`src/rtl/serial_audio_rx_pkg.sv`:
```
package serial_audio_rx_pkg;
  typedef enum logic [1:0] {
    FMT_I2S  = 2'b00,
    FMT_RJ24 = 2'b01,
    FMT_LJ   = 2'b10,
    FMT_RJ16 = 2'b11
  } fmt_e;
endpackage

```
`src/rtl/sarx_bit_cnt.sv`:
```
module sarx_bit_cnt #(
  parameter int CNT_W = 6
) (
  input  logic             clk_i,
  input  logic             rst_ni,
  input  logic             clr_i,
  output logic [CNT_W-1:0] cnt_o
);
  localparam logic [CNT_W-1:0] CNT_MAX = '1;

  logic [CNT_W-1:0] cnt_q;

  always_ff @(posedge clk_i or negedge rst_ni) begin
    if (!rst_ni)               cnt_q <= '0;
    else if (clr_i)            cnt_q <= CNT_W'(1);
    else if (cnt_q != CNT_MAX) cnt_q <= cnt_q + CNT_W'(1);
  end

  assign cnt_o = cnt_q;

  AST_CNT_SATURATES: assert property (@(posedge clk_i) disable iff (!rst_ni)
    (cnt_q == CNT_MAX && !clr_i) |=> (cnt_q == CNT_MAX)) else $error("cnt wrapped");
endmodule

```
`src/rtl/sarx_left_cap.sv`:
```
module sarx_left_cap #(
  parameter int DATA_W = 24,
  parameter int CNT_W  = 6
) (
  input  logic              clk_i,
  input  logic              rst_ni,
  input  logic              start_i,   // first cycle of a half-frame
  input  logic              delay_i,   // MSB one cycle late
  input  logic [CNT_W-1:0]  idx_i,     // bit slot in half-frame
  input  logic              sdata_i,
  output logic [DATA_W-1:0] word_o
);
  logic [DATA_W-1:0] acc_q, acc_d;
  logic [CNT_W:0]    pos;

  // wraps to a large value for the skipped slot, so no bit is written
  assign pos = {1'b0, idx_i} - {{CNT_W{1'b0}}, delay_i};

  always_comb begin
    acc_d = start_i ? '0 : acc_q;
    for (int b = 0; b < DATA_W; b++) begin
      if (pos == (CNT_W+1)'(DATA_W-1-b)) acc_d[b] = sdata_i;
    end
  end

  always_ff @(posedge clk_i or negedge rst_ni) begin
    if (!rst_ni) acc_q <= '0;
    else         acc_q <= acc_d;
  end

  assign word_o = acc_q;
endmodule

```
`src/rtl/sarx_right_shift.sv`:
```
module sarx_right_shift #(
  parameter int DATA_W  = 24,
  parameter int SHORT_W = 16
) (
  input  logic              clk_i,
  input  logic              rst_ni,
  input  logic              sdata_i,
  input  logic              short_i,
  output logic [DATA_W-1:0] word_o
);
  logic [DATA_W-1:0] sh_q;
  logic [DATA_W-1:0] short_word;

  always_ff @(posedge clk_i or negedge rst_ni) begin
    if (!rst_ni) sh_q <= '0;
    else         sh_q <= {sh_q[DATA_W-2:0], sdata_i};
  end

  generate
    if (SHORT_W < DATA_W) begin : g_sext
      assign short_word = {{(DATA_W-SHORT_W){sh_q[SHORT_W-1]}}, sh_q[SHORT_W-1:0]};
    end else begin : g_full
      assign short_word = sh_q;
    end
  endgenerate

  assign word_o = short_i ? short_word : sh_q;
endmodule

```
`src/rtl/serial_audio_rx.sv`:
```
module serial_audio_rx
  import serial_audio_rx_pkg::*;
#(
  parameter int DATA_W   = 24,
  parameter int SHORT_W  = 16,
  parameter int CNT_W    = 6,
  parameter int MIN_LJ   = 32,
  parameter int MIN_RJ16 = 48
) (
  input  logic              clk_i,
  input  logic              rst_ni,
  input  logic [1:0]        mode_i,
  input  logic              lrclk_i,
  input  logic              sdata_i,
  output logic [DATA_W-1:0] left_o,
  output logic [DATA_W-1:0] right_o,
  output logic              valid_o,
  output logic              frame_err_o
);
  localparam int TOT_W = CNT_W + 1;

  fmt_e mode;
  assign mode = fmt_e'(mode_i);

  logic lr_q, init_q, half_ok_q, left_ok_q;
  logic [1:0] mode_q;
  logic [CNT_W-1:0]  cnt, left_len_q;
  logic [DATA_W-1:0] left_hold_q, lj_word, rj_word, word;
  logic fr_edge, mode_chg, left_lvl, ended_left, is_rj, too_short;
  logic [TOT_W-1:0] total;

  assign fr_edge    = init_q && (lrclk_i != lr_q);
  assign mode_chg   = (mode_i != mode_q);
  assign left_lvl   = (mode != FMT_I2S);
  assign ended_left = (lr_q == left_lvl);
  assign is_rj      = (mode == FMT_RJ24) || (mode == FMT_RJ16);
  assign word       = is_rj ? rj_word : lj_word;

  sarx_bit_cnt #(.CNT_W(CNT_W)) u_cnt (
    .clk_i (clk_i), .rst_ni(rst_ni), .clr_i(fr_edge), .cnt_o(cnt)
  );

  sarx_left_cap #(.DATA_W(DATA_W), .CNT_W(CNT_W)) u_lcap (
    .clk_i  (clk_i),
    .rst_ni (rst_ni),
    .start_i(fr_edge),
    .delay_i(mode == FMT_I2S),
    .idx_i  (fr_edge ? '0 : cnt),
    .sdata_i(sdata_i),
    .word_o (lj_word)
  );

  sarx_right_shift #(.DATA_W(DATA_W), .SHORT_W(SHORT_W)) u_rsh (
    .clk_i  (clk_i),
    .rst_ni (rst_ni),
    .sdata_i(sdata_i),
    .short_i(mode == FMT_RJ16),
    .word_o (rj_word)
  );

  assign total = {1'b0, left_len_q} + {1'b0, cnt};
  always_comb begin
    too_short = 1'b0;
    if (mode == FMT_LJ)   too_short = (total < TOT_W'(MIN_LJ));
    if (mode == FMT_RJ16) too_short = (total < TOT_W'(MIN_RJ16));
  end

  always_ff @(posedge clk_i or negedge rst_ni) begin
    if (!rst_ni) begin
      lr_q        <= 1'b0;
      init_q      <= 1'b0;
      mode_q      <= 2'b00;
      half_ok_q   <= 1'b0;
      left_ok_q   <= 1'b0;
      left_len_q  <= '0;
      left_hold_q <= '0;
      left_o      <= '0;
      right_o     <= '0;
      valid_o     <= 1'b0;
      frame_err_o <= 1'b0;
    end else begin
      lr_q    <= lrclk_i;
      init_q  <= 1'b1;
      mode_q  <= mode_i;
      valid_o <= 1'b0;
      if (mode_chg) begin
        half_ok_q <= 1'b0;
        left_ok_q <= 1'b0;
      end else if (fr_edge) begin
        half_ok_q <= 1'b1;
        left_ok_q <= 1'b0;
        if (half_ok_q && ended_left) begin
          left_hold_q <= word;
          left_len_q  <= cnt;
          left_ok_q   <= 1'b1;
        end else if (half_ok_q && left_ok_q) begin
          left_o      <= left_hold_q;
          right_o     <= word;
          valid_o     <= 1'b1;
          frame_err_o <= too_short;
        end
      end
    end
  end

  AST_VALID_SINGLE: assert property (@(posedge clk_i) disable iff (!rst_ni)
    valid_o |=> !valid_o) else $error("valid wider than one cycle");
  AST_VALID_ON_EDGE: assert property (@(posedge clk_i) disable iff (!rst_ni)
    valid_o |-> $past(fr_edge)) else $error("valid without frame edge");
  AST_OUT_HOLD: assert property (@(posedge clk_i) disable iff (!rst_ni)
    !valid_o |-> ($stable(left_o) && $stable(right_o))) else $error("samples moved");
  AST_RJ16_SEXT: assert property (@(posedge clk_i) disable iff (!rst_ni)
    (valid_o && $past(mode_i) == 2'b11) |->
      (right_o[DATA_W-1:SHORT_W] == {(DATA_W-SHORT_W){right_o[SHORT_W-1]}}))
    else $error("rj16 not sign-extended");
  AST_ERR_MODES: assert property (@(posedge clk_i) disable iff (!rst_ni)
    (valid_o && frame_err_o) |-> $past(mode_i[1])) else $error("error in unchecked mode");
  AST_MODE_DROP: assert property (@(posedge clk_i) disable iff (!rst_ni)
    (mode_i != mode_q) |=> !valid_o) else $error("valid after mode change");
endmodule

```
`config.mk`:
```
export PLATFORM = sky130hd
export DESIGN_NAME = serial_audio_rx
export DESIGN_NICKNAME = d
export VERILOG_FILES = /design/src/rtl/serial_audio_rx_pkg.sv /design/src/rtl/sarx_bit_cnt.sv /design/src/rtl/sarx_left_cap.sv /design/src/rtl/sarx_right_shift.sv /design/src/rtl/serial_audio_rx.sv
export SDC_FILE = /design/constraint.sdc
export NUM_CORES = 1
export LEC_CHECK = 0
export BUFFER_PORTS_ARGS = -buffer_cell sky130_fd_sc_hd__buf_2
export CORE_MARGIN = 2
export CORE_UTILIZATION = 35
export CTS_CLUSTER_SIZE = 20
export DETAILED_ROUTE_END_ITERATION = 6
export GPL_TIMING_DRIVEN = 0
export SYNTH_ARGS = -nofsm -noshare
export SYNTH_HDL_FRONTEND = slang
export SYNTH_HIERARCHICAL = 1
export SYNTH_SLANG_ARGS = --single-unit
```
`constraint.sdc`:
```
create_clock -name clk_i -period 4.4 [get_ports clk_i]
set_clock_uncertainty 0.05 [all_clocks]
set_input_delay 0 -clock clk_i [delete_from_list [all_inputs] [get_ports clk_i]]
set_output_delay 0 -clock clk_i [all_outputs]
set_load 0.1 [all_outputs]
```
After elaboration in Yosys (flattened, before gate mapping):

Cells that the tools add are included.

* input bits: 6
* logic and storage cells: 150
* register bits after elaboration: 140
* output and inout port bits: 50

* bitwise gates (word level): 2
* eq/ne operators: 30
* add/subtract/negate cells: 3
* muxes and demuxes: 41
* $lt $le $gt $ge: 2
* reductions and logical operators: 35

Operators with widths (count)
* 24-bit 2-to-1 mux: 3
* 7-bit by 4-bit equality test with 1-bit output (second input constant): 8
* 7-bit by 5-bit equality test with 1-bit output (second input constant): 8
* 2-bit nonzero test: 27
* 1-bit 2-to-1 mux: 35
* 7-bit by 3-bit equality test with 1-bit output (second input constant): 4
* 6-bit 2-to-1 mux: 3
* 7-bit by 2-bit equality test with 1-bit output (second input constant): 2
* 7-bit by 6-bit < comparator with 1-bit output (second input constant): 2
* 6-bit by 6-bit adder with 7-bit output: 1
* 7-bit by 1-bit equality test with 1-bit output (second input constant): 1
* 7-bit zero test: 1
* 6-bit by 1-bit subtractor with 7-bit output: 1
* 6-bit by 1-bit adder with 6-bit output (second input constant): 1
* 6-bit != test (second input constant): 1
* 2-bit equality test (second input constant): 2
* 4-bit AND reduction: 1
* 1-bit logical AND: 3
* 3-bit AND reduction: 1
* 2-bit by 1-bit equality test with 1-bit output (second input constant): 1
* 2-bit zero test: 1
* 2-bit != test: 1
* 1-bit inverter: 2
* 1-bit equality test: 1
* other kinds (2): 2

Depth between registers and ports, before layout:

Gate-level depths: netlist of the first run.

* word-level depth: 6
* depth in mapped cells: 11
* depth with buffers taken out: 9

By module:

The synthesis of the first run kept the hierarchy.

By module, submodules not included
* serial_audio_rx: times used 1, seq. area each 2152.1 µm², cells an instance 300, area an instance 3626.0 µm²
* sarx_left_cap: times used 1, seq. area each 600.6 µm², cells an instance 139, area an instance 1536.5 µm²
* sarx_right_shift: times used 1, seq. area each 600.6 µm², cells an instance 49, area an instance 852.1 µm²
* sarx_bit_cnt: times used 1, seq. area each 150.1 µm², cells an instance 29, area an instance 306.5 µm²

Worst setup path before layout of the first run:

OpenSTA, ideal clock, no wires.

* kind: register to register
* start point: reg lr_q
* end point: reg u_lcap.acc_q[12] (netlist: u_lcap/word_o[12])
* setup time: 0.128 ns
* slack: 1.815 ns
* data arrival time: 2.407 ns
* period minus slack after synthesis: 2.585 ns
* required time: 4.222 ns
* buffers on the path: 1
* cell stages (with the launch flop): 11
* cell sequence: dfrtp_1 xor2_1 nand2_1 and2_1 inv_1 ha_1 nor4b_4 mux2i_2 buf_2 o211ai_1 mux2_1

* cells in the longest elaborated chain, start to end: 6
* elaborated cells between the ends (all ways): 7
* classes of those cells: add/sub (1); eq/ne (2); mux (2); reduce/logical (2)

RTL lines
* start: declaration: RTL line serial_audio_rx.sv:25 `logic lr_q, init_q, half_ok_q, left_ok_q;`
* start signal: assignment: RTL line serial_audio_rx.sv:82 `lr_q <= lrclk_i;`
* 1-bit != test *: RTL line serial_audio_rx.sv:32 `assign fr_edge = init_q && (lrclk_i != lr_q);`
* 1-bit logical AND *: RTL line serial_audio_rx.sv:32
* 6-bit 2-to-1 mux: RTL line serial_audio_rx.sv:48 `.idx_i (fr_edge ? '0 : cnt),`
* 6-bit by 1-bit subtractor with 7-bit output: RTL line sarx_left_cap.sv:17 `assign pos = {1'b0, idx_i} - {{CNT_W{1'b0}}, delay_i};`
* 7-bit by 4-bit equality test with 1-bit output: RTL line sarx_left_cap.sv:22 `if (pos == (CNT_W+1)'(DATA_W-1-b)) acc_d[b] = sdata_i;`
* 1-bit 2-to-1 mux / 2-bit nonzero test (equally long branches)
* end signal: assignment: RTL line sarx_left_cap.sv:27 `if (!rst_ni) acc_q <= '0;`
* end signal: assignment: RTL line sarx_left_cap.sv:28 `else acc_q <= acc_d;`
* end: declaration: RTL line sarx_left_cap.sv:13 `logic [DATA_W-1:0] acc_q, acc_d;`

Every way passes the cells marked *; elsewhere a longest branch is shown, timed or not.
A chain may end at the register's enable or synchronous reset.

Worst setup path in the final report of the first run:

Same ends and word-level chain as after synthesis.

==> results of run 1 <==
final cells by class:
class / count / share of cell area
sequential: 140 / 0.462
multi-input combinational: 327 / 0.332
clock buffer: 22 / 0.0638
timing repair buffer: 61 / 0.0473
tap: 229 / 0.0378
buffer: 44 / 0.0364
clock inverter: 10 / 0.0180
inverter: 6 / 0.00297
power groups by stage:
stage	Clock, mW	Sequential, mW	Combinational (mW)
2_1_floorplan	0	1.46	0.422
3_3_place_gp	0	1.49	0.526
4_1_cts	1.53	1.47	0.556
6_report	1.50	1.47	0.554
3_5_place_dp	0	1.49	0.548
5_1_grt	1.58	1.49	0.615
per-layer routing:
layer / global-route usage / vias to the layer above / routed length, microns
met2: 0.253 / 86 / 6870
met1: 0.198 / 2098 / 6350
met3: 0.0298 / 23 / 392
met4: 0.0580 / 0 / 209
li1: - / 1947 / -
met5: 0 / - / 0
flip-flops by register name, summed over array words and instances (netlist names), 2 cells and up:
register,count
left_hold_q,24
left_o,24
right_o,24
u_lcap/word_o,24
u_rsh/sh_q,24
left_len_q,6
u_cnt/cnt_o,6
mode_q,2
per-stage QoR:
step	total power, mW	setup slack [ns]	util
CTS	3.55	1.37	0.425
detailed placement	2.04	1.41	0.388
finish	3.52	1.37	0.425
global placement	2.01	1.37	0.386
global route	3.68	1.13	0.425
floorplan	1.88	1.82	-
cells in the mapped netlist, types with 2 or more instances:
cell type / number
nand2_1: 54
inv_1: 6
nand2b_1: 4
a31oi_1: 4
nor2_1: 5
o21ai_0: 51
a21oi_1: 2
buf_2: 2
mux2i_1: 25
buf_4: 17
clkbuf_1: 18
o21ba_2: 2
xnor2_1: 2
dfrtp_1: 140
and2_1: 9
and3_1: 2
nor3_1: 5
mux2_1: 19
or3b_1: 2
ha_1: 8
nand3_1: 15
buf_6: 6
o21bai_1: 2
mux2_4: 27
mux2_2: 16
a211oi_1: 2
xor2_1: 6
nor2b_1: 25
o211ai_1: 11
nor4_1: 2
nand4_1: 2
path summary, 6_finish.rpt:
| kind | slack (ns) | depth (start not counted) | end |
|---|---|---|---|
| setup / recovery | 1.37 | 10 | u_lcap/word_o[12] |
| hold / removal | 0.08 | 2 | init_q |
| setup reg to reg | 1.37 | 10 | u_lcap/word_o[12] |
| hold reg to reg | 0.32 | 0 | u_rsh/sh_q[11] |
| max in group asynchronous | 3.44 | 3 | right_o[12] |
| min in group clk_i | 0.19 | 2 | lr_q |
what timing repair did:
action,CTS,global route
endpoints found under the setup margin,0,0
buffers inserted,0,0
hold buffers,5,0
hold endpoints to repair,74,0
cells by family after synthesis:
family / count (synthesis)
AO/OA/AOI/OAI: 85
XOR/XNOR: 8
adder cells (fa/ha/maj): 8
buffers and inverters: 50
flip-flops: 140
multiplexers: 88
other: 1
AND/OR/NAND/NOR: 137
==> results.cfg, run 1 <==
[outcome]
status = completed

[timing]
min_period_ns = 3.03
hold_viol = 0
period_share = 0.689
tightest_slew_ns = 0.826
setup_viol = 0
finalHoldWorstSlack_ns = 0.0774
rsz0062_at_grt = no
max_freq_mhz = 330
report.final.slew_viol_count = 0
maxSlewHeadroom = 0.449
finalSetupTns_ns = 0

[floorplanning]
die_y_microns = 138
top_level_ports = 56
coreArea_sq_um = 17800
die-area_sq_um = 19200
initial_core_util = 0.354
std_cell_rows = 49
die-width_microns = 138

[setup_path]
critical_path.max_fanout = 10
max_stage_delay_ns = 0.41
crit_family = simple AND/OR/NAND/NOR gates
r2r_start = lr_q
cp-start-kind = flip-flop
slowest_stage = mux2i_2
crit_chain = xor2_1, nand2_1, and2_1, inv_1, ha_1, nor4b_4, mux2i_2, buf_2, o211ai_1, mux2_1
end_kind = flip-flop
critPathBufInv = 2
critPathKind = reg2reg
crit_required_ns = 4.65
setup.worst_path.start = lr_q
arrival_ns = 3.28

[synthesis]
synth_cell_types = 57
synth-simple-area-share = 0.117
yosysTopAreaCell = dfrtp_1
muxShareOfSynthArea = 0.168
synthFlopType = dfrtp_1
synthXorXnorAreaFrac = 0.0111
ys_warn_count = 6
synth_enable_flop_cells = 0
synthAdderAreaFrac = 0.0158
synth_compound_area_frac = 0.0855
synth_top_cell_area_share = 0.554
yosys-top-cells-area = dfrtp_1 55%, mux2_4 6.4%, o21ai_0 4.0%, mux2i_1 4.0%, mux2_1 3.4%
synth_top_family_by_area = multiplexers
postSynthCellCount = 517
synth-seq-cells = 140
ys_seq_area_frac = 0.554
syn_nets = 531
netlist_area_sq_um = 6320
synthArstFlopShare = 1.00
synth.avg_cell_area_sq_um = 12.2

[final_layout]
register_area_sq_um = 3500
n_antenna_cell = 0
drive_gt1_frac = 0.280
final_nets = 611
final_area_sq_um = 7590
fill_cells = 1659
final_cell_mix = 140 x dfrtp_1, 56 x buf_2, 54 x nand2_1, 51 x o21ai_0, 27 x mux2_4
multiInputGateArea_sq_um = 2520
mostFrequentLayoutCell = dfrtp_1
area_growth_pct = 20.0
stdcell_count = 839

[routing]
drtIter0Drc = 214
vias = 4154
wirelength_microns = 13800
drc = 0
wl_per_cell_microns = 16.5
vias_per_cell = 4.95
ant_nets = 0
drtPass1Iterations = 4

[power]
ir_drop_mv = 0.216
p_per_area_nw_per_um2 = 464
clkPwrFrac = 0.425
p_leak_nw = 3.75
seqPwrFrac = 0.418
comb_power_share = 0.157
power.internal_mw = 2.58
p_sw_mw = 0.943
switching_share = 0.268

[place]
post-dp-hpwl_microns = 9670
port_buffers = 55
place.gp.congestion = 0.766
dp_cells = 802
postPlaceCellArea_sq_um = 6920

[flow_run]
cap_violations = 0

[clock_network]
post_cts_resized = 0
clock_latency_ns = 0.42
cts_num_sinks = 140
tritoncts = built
htreeDepth = 4
cts_buffer_depth = 2
clk_pin_slew_ns = 0.06
cts_buffers = 17
clockRootBuffer = clkbuf_16

[grt]
grt_usage = 0.152
antenna_found_initial = 0
grt_max_degree = 76
grt_pass1_wl_microns = 23300
overflow = 0
grt_pass1_vias = 4295

[worst_hold_path]
hold_path.class = in2async
(Power assumes the default switching activity.)
==> run 2: changes to the inputs <==
==> constraint.sdc (replaced) <==
create_clock -name clk_i -period 3 [get_ports clk_i]
set_clock_uncertainty 0.05 [all_clocks]
set_input_delay 0 -clock clk_i [delete_from_list [all_inputs] [get_ports clk_i]]
set_output_delay 0 -clock clk_i [all_outputs]
set_load 0.1 [all_outputs]
==> results.cfg, run 2 (same netlist as run 1, synthesis figures left out) <==
[final_layout]
drive_gt1_frac = 0.286
mostFrequentLayoutCell = dfrtp_1
final_cell_mix = 140 x dfrtp_1, 56 x buf_2, 54 x nand2_1, 51 x o21ai_0, 27 x mux2_4
n_antenna_cell = 0
final_nets = 613
area_growth_pct = 20.5
stdcell_count = 841

[clock_network]
cts_buffer_depth = 2
clock_latency_ns = 0.42
htreeDepth = 4
cts_num_sinks = 140
clockRootBuffer = clkbuf_16
clk_pin_slew_ns = 0.06
tritoncts = built
cts_buffers = 17

[timing]
max_freq_mhz = 356
finalHoldWorstSlack_ns = 0.0762
fin_ws_ns = 0.188
period_share = 0.937
min_period_ns = 2.81
finalSetupTns_ns = 0
tightest_slew_ns = 0.855
maxSlewHeadroom = 0.430
setup_viol = 0
hold_viol = 0
report.final.slew_viol_count = 0

[routing]
drtIter0Drc = 211
wirelength_microns = 13900
drc = 0
vias = 4156
ant_nets = 0
vias_per_cell = 4.94
drtPass1Iterations = 7
wl_per_cell_microns = 16.5

[place]
place.gp.congestion = 0.766
post-dp-hpwl_microns = 9670
dp_slack_ns = 0.00559
dp_cells = 802
port_buffers = 55

[grt]
grt_pass1_wl_microns = 23300
antenna_found_initial = 0
grt_pass1_vias = 4314
overflow = 0
grt_max_degree = 76
grt_usage = 0.153

[power]
ir_drop_mv = 0.315
p_per_area_nw_per_um2 = 681
p_leak_nw = 3.76
p_total_mw = 5.18

[outcome]
status = completed

[flow_run]
cap_violations = 0

[setup_path]
max_stage_delay_ns = 0.40
end_kind = flip-flop
critPathKind = reg2reg
crit_chain = xor2_1, nand2_1, and2_1, inv_1, ha_2, nor4b_4, buf_4, mux2i_4, buf_2, o211ai_1, mux2_1
arrival_ns = 3.06
timing.reg2reg.setup_slack_ns = 0.19
crit_required_ns = 3.25
slowest_stage = dfrtp_1
cp-start-kind = flip-flop
crit_family = simple AND/OR/NAND/NOR gates
critPathBufInv = 3
critical_path.max_fanout = 10

[floorplanning]
die-area_sq_um = 19200
die-width_microns = 138
initial_core_util = 0.354
die_y_microns = 138
coreArea_sq_um = 17800
std_cell_rows = 49
top_level_ports = 56

[worst_hold_path]
hold_path.class = in2async
-- run 2: cell types whose count changed in the layout (fill, tap and decap cells not counted) --
cell	previous run	this run
buf_4	17	19
ha_1	8	7
ha_2	0	1
mux2i_1	25	24
mux2i_4	0	1
-- run 2: per-layer routing --
metal | vias up | global-route usage | part of all wire
met5 | - | 0 | 0
met4 | 0 | 0.0580 | 0.016
met3 | 22 | 0.0298 | 0.032
met2 | 93 | 0.254 | 0.49
met1 | 2086 | 0.199 | 0.46
li1 | 1955 | - | -
-- run 2: layout make-up --
cell class              count  area [sq um]
plain buffers              44           277
clock buffers              22           484
clock inverters            10           136
fillers                  1656         10200
inverters                   6          22.5
multi-input cells         327          2530
flip-flops and latches    140          3500
well taps                 229           287
repair buffers             63           374
-- run 2: through the flow --
step	area, sq um	util
floorplan	6320	-
global placement	6880	0.386
detailed placement	6920	0.388
CTS	7610	0.426
global route	7620	0.427
finish	7620	0.427
-- run 2: worst paths after layout --
kind | endpoint | start | cells past startpoint
worst max-delay path | u_lcap/word_o[12] | lr_q | 11
worst min-delay path | init_q | rst_ni | 2
worst max register to register | u_lcap/word_o[12] | lr_q | 11
worst min register to register | u_rsh/sh_q[11] | u_rsh/sh_q[10] | 0
max in group asynchronous | right_o[12] | rst_ni | 3
min in group clk_i | lr_q | lrclk_i | 2
-- run 2: power by group --
group / switching [mW] / internal [mW]
clock: 0.805 / 1.39
combinational: 0.461 / 0.368
sequential: 0.126 / 2.03
total: 1.39 / 3.79
-- run 2: timing repair --
| item | CTS | global route |
|---|---|---|
| gates cloned | 0 | 0 |
| gates resized for setup | 2 | 1 |
| setup buffers | 1 | 1 |
| hold endpoints to repair | 74 | 0 |
| endpoints found under the setup margin | 1 | 22 |
| hold buffers | 5 | 0 |
==> run 3: changes to the inputs <==
--- a/config.mk
+++ b/config.mk
@@ -8,6 +8,7 @@
 export BUFFER_PORTS_ARGS = -buffer_cell sky130_fd_sc_hd__buf_2
 export CORE_MARGIN = 2
 export CORE_UTILIZATION = 35
+export CTS_BUF_LIST = sky130_fd_sc_hd__clkbuf_2
 export CTS_CLUSTER_SIZE = 20
 export DETAILED_ROUTE_END_ITERATION = 6
 export GPL_TIMING_DRIVEN = 0
==> results.cfg, run 3 (same netlist as run 1, synthesis figures left out) <==
[clock_network]
cts_num_sinks = 140
tritoncts = built
htreeDepth = 4
cts_buffers = 17
clockRootBuffer = clkbuf_2
clk_pin_slew_ns = 0.20
cts_buffer_depth = 2
clock_latency_ns = 0.75

[floorplanning]
die-width_microns = 138
initial_core_util = 0.354
std_cell_rows = 49
top_level_ports = 56
die-area_sq_um = 19200
die_y_microns = 138
coreArea_sq_um = 17800

[setup_path]
cp-start-kind = flip-flop
end_kind = flip-flop
crit_required_ns = 3.60
ff2ff_path_depth = 11
arrival_ns = 3.35
critical_path.max_fanout = 10
critPathKind = reg2reg

[final_layout]
mostFrequentLayoutCell = dfrtp_1
final_cell_mix = 140 x dfrtp_1, 56 x buf_2, 53 x nand2_1, 51 x o21ai_0, 27 x mux2_4
area_growth_pct = 15.8
stdcell_count = 848
final_nets = 619
drive_gt1_frac = 0.282
fill_cells = 1708

[grt]
antenna_found_initial = 1
grt_pass1_wl_microns = 23000
grt_usage = 0.151
overflow = 0
grt_max_degree = 76
grt_pass1_vias = 4255

[timing]
report.final.slew_viol_count = 0
finalHoldWorstSlack_ns = 0.0882
setup_viol = 0
max_freq_mhz = 364
period_share = 0.916
finalSetupTns_ns = 0
fin_ws_ns = 0.251
rsz0062_at_grt = no
tightest_slew_ns = 0.840
hold_viol = 0
maxSlewHeadroom = 0.440
min_period_ns = 2.75

[place]
port_buffers = 55
post-dp-hpwl_microns = 9670
place.gp.congestion = 0.766
dp_slack_ns = 0.00559
dp_cells = 802

[routing]
vias_per_cell = 4.92
wirelength_microns = 13700
drtPass1Iterations = 4
drc = 0
drtIter0Drc = 220
ant_nets = 0
vias = 4168
wl_per_cell_microns = 16.1

[flow_run]
cap_violations = 0

[power]
p_total_mw = 4.14
p_leak_nw = 3.63
p_per_area_nw_per_um2 = 565
ir_drop_mv = 0.231

[outcome]
status = completed

[worst_hold_path]
hold_path.class = in2reg
min_delay_path_depth = 3
==> run 3: cell types whose count changed in the layout (fill, tap and decap cells not counted), moves of 4 or more <==
cell	change
dlygate4sd3_1	+5
clkbuf_2	+18
clkbuf_16	-17
clkbuf_8	-4
clkinv_1	+4
==> run 3: path summary, 6_finish.rpt <==
check / start / end / slack, ns
max in group asynchronous: rst_ni / right_o[12] / 2.29
min reg2reg: u_rsh/sh_q[18] / u_rsh/sh_q[19] / 0.34
max: lr_q / u_lcap/word_o[12] / 0.25
max reg2reg: lr_q / u_lcap/word_o[12] / 0.25
min: sdata_i / u_lcap/word_o[9] / 0.09
min in group asynchronous: rst_ni / init_q / 0.27
==> run 3: stage by stage <==
stage | util | instance area (sq um)
5_1_grt | 0.410 | 7320
4_1_cts | 0.409 | 7310
2_1_floorplan | - | 6320
3_3_place_gp | 0.386 | 6880
6_report | 0.410 | 7320
3_5_place_dp | 0.388 | 6920
==> run 3: report_power, final <==
group / switching, mW / internal, mW / leakage [nW] / total [mW]
sequential: 0.127 / 2.03 / 1.88 / 2.15
combinational: 0.459 / 0.376 / 1.62 / 0.835
clock: 0.695 / 0.454 / 0.140 / 1.15
total: 1.28 / 2.86 / 3.63 / 4.14
==> run 3: cell type report <==
class	count	area (sq um)	share of cell area
sequential	140	3500	0.479
multi-input combinational	327	2540	0.346
timing repair buffer	69	452	0.0617
tap	229	287	0.0391
buffer	44	277	0.0378
clock inverter	14	151	0.0207
clock buffer	18	90.1	0.0123
inverter	6	22.5	0.00308
antenna	1	2.50	0.000342
==> run 3: what timing repair did <==
action / in CTS / in global routing
pin swaps: 0 / 0
gates resized for setup: 2 / 2
hold buffers: 11 / 0
endpoints found under the setup margin: 7 / 24
hold endpoints to repair: 171 / 0
setup buffers: 1 / 1
==> run 3: layer usage <==
layer,global-route usage,vias up,part of all wire
met1,0.195,2111,0.46
met5,0,-,0
met2,0.252,76,0.49
met4,0.0510,0,0.014
li1,-,1968,-
met3,0.0350,13,0.033
==> run 3: worst max-delay path, stage by stage (launching register included) <==
cell and delay, ns:
dfrtp_1 0.45, xor2_1 0.18, nand2_2 0.15, and2_1 0.18, inv_1 0.07, ha_2 0.25
nor4b_4 0.21, buf_4 0.18, mux2i_4 0.23, buf_2 0.24, o211ai_1 0.15, mux2_1 0.34
